$ cat src/rtl/dcs_pkg.sv
package dcs_pkg;
  localparam int SET_W = 8;

  typedef struct packed {
    logic [SET_W-1:0] set;
    logic [3:0]       rsv;
    logic             akoe;
    logic             teoe;
    logic             ien;
    logic             xen;
  } ch_cfg_t;

  localparam int CFG_W = $bits(ch_cfg_t);
endpackage

$ cat src/rtl/dcs_stop_reg.sv
module dcs_stop_reg #(
  parameter int NUM_CH = 4
) (
  input  logic              clk,
  input  logic              rst,
  input  logic              wr_stop,
  input  logic              wbit,
  input  logic [NUM_CH-1:0] xen,
  input  logic [NUM_CH-1:0] ien,
  input  logic [NUM_CH-1:0] irq_flag,
  output logic              run_q,
  output logic              refuse
);
  logic busy;

  assign busy   = (|xen) | (|(ien & irq_flag));
  assign refuse = wr_stop & wbit & busy;

  always_ff @(posedge clk) begin
    if (rst)
      run_q <= 1'b1;
    else if (wr_stop && !refuse)
      run_q <= ~wbit;
  end
endmodule

$ cat src/rtl/dcs_chan_reg.sv
module dcs_chan_reg
  import dcs_pkg::*;
(
  input  logic    clk,
  input  logic    rst,
  input  logic    wr_en,
  input  ch_cfg_t wcfg,
  output ch_cfg_t cfg,
  output logic    reject
);
  logic unused_rsv;
  assign unused_rsv = ^wcfg.rsv;

  assign reject = wr_en & cfg.xen & wcfg.xen;

  always_ff @(posedge clk) begin
    if (rst) begin
      cfg <= '0;
    end else if (wr_en) begin
      if (cfg.xen) begin
        if (!wcfg.xen) cfg.xen <= 1'b0;
      end else begin
        cfg      <= wcfg;
        cfg.rsv  <= '0;
      end
    end
  end
endmodule

$ cat src/rtl/dma_clkstop_ctrl.sv
module dma_clkstop_ctrl
  import dcs_pkg::*;
#(
  parameter int NUM_CH = 4,
  parameter int ADDR_W = 4,
  parameter int DATA_W = 16
) (
  input  logic              clk,
  input  logic              rst,
  input  logic              bus_sel,
  input  logic              bus_wr,
  input  logic [ADDR_W-1:0] bus_addr,
  input  logic [DATA_W-1:0] bus_wdata,
  output logic [DATA_W-1:0] bus_rdata,
  output logic              bus_err,
  input  logic [NUM_CH-1:0] ch_irq_flag,
  output logic              clk_en,
  output logic [NUM_CH-1:0] ch_enable,
  output logic [NUM_CH-1:0] tend_oe,
  output logic [NUM_CH-1:0] ack_oe
);
  ch_cfg_t             cfg [NUM_CH];
  ch_cfg_t             wcfg;
  logic [NUM_CH-1:0]   hit, rej, ien_v;
  logic                wr_stop, refuse, bad_wr, run;
  logic [DATA_W-1:0]   rd_d;

  assign wcfg    = ch_cfg_t'(bus_wdata[CFG_W-1:0]);
  assign wr_stop = bus_sel & bus_wr & (bus_addr == '0);
  assign bad_wr  = bus_sel & bus_wr & (bus_addr > ADDR_W'(NUM_CH));

  generate
    if (DATA_W > CFG_W) begin : g_pad
      logic unused_hi;
      assign unused_hi = ^bus_wdata[DATA_W-1:CFG_W];
    end
  endgenerate

  dcs_stop_reg #(.NUM_CH(NUM_CH)) u_stop (
    .clk(clk), .rst(rst), .wr_stop(wr_stop), .wbit(bus_wdata[0]),
    .xen(ch_enable), .ien(ien_v), .irq_flag(ch_irq_flag),
    .run_q(run), .refuse(refuse)
  );

  assign clk_en = run;

  for (genvar c = 0; c < NUM_CH; c++) begin : g_ch
    assign hit[c] = bus_sel & bus_wr & (bus_addr == ADDR_W'(c + 1));
    dcs_chan_reg u_ch (
      .clk(clk), .rst(rst), .wr_en(hit[c] & run), .wcfg(wcfg),
      .cfg(cfg[c]), .reject(rej[c])
    );
    assign ch_enable[c] = cfg[c].xen;
    assign ien_v[c]     = cfg[c].ien;
    assign tend_oe[c]   = cfg[c].teoe;
    assign ack_oe[c]    = cfg[c].akoe;
  end

  always_comb begin
    rd_d = '0;
    if (bus_addr == '0) begin
      rd_d[0] = ~run;
    end else begin
      for (int c = 0; c < NUM_CH; c++)
        if (bus_addr == ADDR_W'(c + 1) && run)
          rd_d[CFG_W-1:0] = cfg[c];
    end
  end

  always_ff @(posedge clk) begin
    if (rst) begin
      bus_err   <= 1'b0;
      bus_rdata <= '0;
    end else begin
      bus_err   <= refuse | bad_wr | (|rej) | ((|hit) & ~run);
      bus_rdata <= (bus_sel && !bus_wr) ? rd_d : '0;
    end
  end
endmodule

$ cat config.mk
export PLATFORM = sky130hd
export DESIGN_NAME = dma_clkstop_ctrl
export DESIGN_NICKNAME = d
export VERILOG_FILES = /design/src/rtl/dcs_pkg.sv /design/src/rtl/dcs_stop_reg.sv /design/src/rtl/dcs_chan_reg.sv /design/src/rtl/dma_clkstop_ctrl.sv
export SDC_FILE = /design/constraint.sdc
export NUM_CORES = 1
export LEC_CHECK = 0
export BUFFER_PORTS_ARGS = -buffer_cell sky130_fd_sc_hd__buf_4
export CAP_MARGIN = 0
export CORE_UTILIZATION = 25
export DETAILED_ROUTE_END_ITERATION = 12
export PLACE_DENSITY = 0.45
export RECOVER_POWER = 50
export SLEW_MARGIN = 20
export SYNTH_ARGS = -nofsm -noshare
export SYNTH_HDL_FRONTEND = slang
export SYNTH_SLANG_ARGS = --single-unit
$ cat constraint.sdc
create_clock -name clk -period 1.7 [get_ports clk]
set_input_delay 0.255 -clock clk [delete_from_list [all_inputs] [get_ports clk]]
set_output_delay 0.255 -clock clk [all_outputs]
set_load 0.005 [all_outputs]
==> impl_metrics.tcl <==
set metrics [dict create \
    wl_mm 7.73 \
    nNetsFinal 387 \
    yosysSeqAreaShare_pct 43.5 \
    reg2reg_from "u_stop.run_q$_SDFFE_PP1P_" \
    grt_use_met3_pct 2.81 \
    crit_top_cell "buf_12" \
    synth_compound_area_share_pct 11.1 \
    viasPerCell 4.66 \
    place_area_um2 3380 \
    path_buf_inv 2 \
    syn_area_per_cell_um2 9.12 \
    synth-adder-area-share_pct 0 \
    synth_top_area_share_pct 43.5 \
    synth_xor_area_share_pct 0 \
    path_clk_slew_ns 0.06 \
    regArea_um2 1240 \
    start_kind "register" \
    cts_resized 0 \
    synthTopCellsByCount "62 x dfxtp_1, 61 x nor2_1, 46 x mux2i_1, 21 x nand2_1, 18 x buf_4" \
    worstPathCellList "nand4bb_1, buf_12, nor3_4, buf_12, mux2i_1, nor2_1" \
    insertion_delay_ns 0.33 \
    synth.mux.area_fraction_pct 16.1 \
    grt_usage_pct 14.0 \
    ctsRootBufferMaster "clkbuf_16" \
    synth_area_leaders "dfxtp_1 43%, mux2i_1 16%, nor2_1 8.0%" \
    min_period_over_period_pct 91.0 \
    grt_pass1_wl_mm 12.3 \
    synth.ff_latch_count 62 \
    grt_overflow 0 \
    ant_nets 0 \
    layout-drive-gt1-share_pct 23.6 \
    yosysWarnings 0 \
    routed-via-count 2349 \
    synth_flop_cell "dfxtp_1" \
    die-area_um2 11800 \
    start_util_pct 26.0 \
    cts_tree "yes" \
    crit_family "simple AND/OR/NAND/NOR gates" \
    synthDistinctLibCells 36 \
    place_hpwl_mm 5.14 \
    maxCapViolCount 0 \
    vdd_ir_drop_max_mv 0.551 \
    critPathCaptureType "register" \
    hp-start "bus_wdata[1]" \
    clock_skew_ns 0.00464 \
    io_pins 58 \
    diodes 0 \
    rows 38 \
    cts.htree.levels 3 \
    crit_path_start "u_stop.run_q$_SDFFE_PP1P_" \
    crit_slowest_cell "dfxtp_2" \
    status "finished, final reports clean" \
    worstSetupPathType "register to register" \
    firstDrtPassIters 5 \
    holdBufCountCts 0 \
    synth_top_cell_by_area "dfxtp_1" \
    clock.fmax_mhz 647 \
    drtIter0Drc 103 \
    async_flop_share_pct 0 \
    slew_violations 0 \
    clock_path_buffers 2 \
    max_stage_delay_ns 0.38 \
    grt_antenna_before_repair 0 \
    grt_busiest_layer "met2" \
    rsz0062_at_grt "false" \
    synth_top_family_by_area "simple AND/OR/NAND/NOR gates" \
    required_ns 1.90 \
    period_minus_slack_ns 1.55 \
    fill_cells 1118 \
    cts_sinks 62 \
    grtUsageMet2_pct 21.7 \
    synth_most_common_cell "dfxtp_1" \
    routedWlPerCell_um 15.3 \
    power.leakage_uw 0.00138 \
    synth_edf_count 0 \
    reg2reg_setup_slack_ns 0.15 \
    die_y_um 109 \
    grt_use_met1_pct 18.5 \
    io_buffers 49 \
    postSynthCellCount 313 \
    grt_pass1_vias 2303 \
    drc_errors 0 \
    final_area_um2 3670 \
    place_congestion 0.782 \
    setup_violations 0 \
    multi_input_area_um2 1310 \
    syn_area_um2 2850 \
    hold_viol_final 0 \
    cellPowerDensity_nw_per_um2 1020 \
    cp_max_fo 16 \
    hp-class "input port to register" \
    die_x_um 109 \
    critPathArrivalTime_ns 1.74 \
    cts_buffers 9 \
    synthSimpleGateAreaFrac_pct 18.5 \
    syn2layout_area_growth_pct 28.6 \
    grt_max_degree 37 \
    tns_ns 0 \
    post_cts_buffers 0 \
    core-area_um2 11000 \
]
## stage by stage
stage	cells	hold WS, ns	total power [uW]	utilization (%)	worst slack (ns)
after global routing	504	0.207	3870	33.4	0.0391
after global placement	488	0.450	1750	30.8	0.0805
after CTS	504	0.193	3780	33.9	0.0466
after floorplan	316	0.384	1630	-	0.277
after detailed placement	488	0.451	1750	30.8	0.0723
final	504	0.195	3750	33.4	0.154
## where the power goes
group	internal, uW	switching (uW)	leakage (uW)
sequential	1460	6.21	0.000499
clock	1360	676	0.000162
combinational	101	138	0.000719
total	2930	820	0.00138
## flip-flops by register name, indices dropped and copies added, names as in the netlist
signal         count
g_ch.u_ch.cfg     48
bus_err            1
u_stop.run_q       1
bus_rdata         12
## routing by layer
metal  up-vias  part of all wire (%)
met1      1120                    50
li1       1148                     -
met2        63                    43
met4         0                   2.7
met5         -                     0
met3        18                   4.3
## cell usage in the layout, fill, tap and decap left out, types with 4 or more instances in the layout
cell	instances
nand2_1	21
clkbuf_16	9
o21ai_1	13
dfxtp_1	61
conb_1	4
a21oi_1	12
clkbuf_1	6
buf_4	36
nor2_1	61
clkbuf_4	20
buf_12	5
inv_1	14
o32ai_1	11
mux2i_1	46
## worst register-to-register path, stage by stage (launching register included)
cell       delay, ns
dfxtp_2         0.38
nand4bb_1       0.17
buf_12          0.20
nor3_4          0.20
buf_12          0.19
mux2i_1         0.21
nor2_1          0.06
## kinds of logic after synthesis
family | after synthesis
and+or+nand+nor | 104
buffers and inverters | 51
AOI/OAI and AO/OA | 49
other | 1
muxes | 46
DFF | 62
## path summary, 6_finish.rpt
path / end / depth (start not counted)
max: g_ch[2].u_ch.cfg[11]$_SDFFE_PP0P_ / 6
min: g_ch[3].u_ch.cfg[1]$_SDFFE_PP0P_ / 3
max reg2reg: g_ch[2].u_ch.cfg[11]$_SDFFE_PP0P_ / 6
min reg2reg: bus_rdata[10]$_SDFF_PP0_ / 2
## cell type report
class | instances | area share (%)
clock buffer | 11 | 6.89
clock inverter | 5 | 2.22
inverter | 14 | 1.43
multi-input combinational | 203 | 35.8
sequential | 62 | 33.9
tap | 140 | 4.77
timing repair buffer | 69 | 15.1
Power figures use the tool's default switching activity.
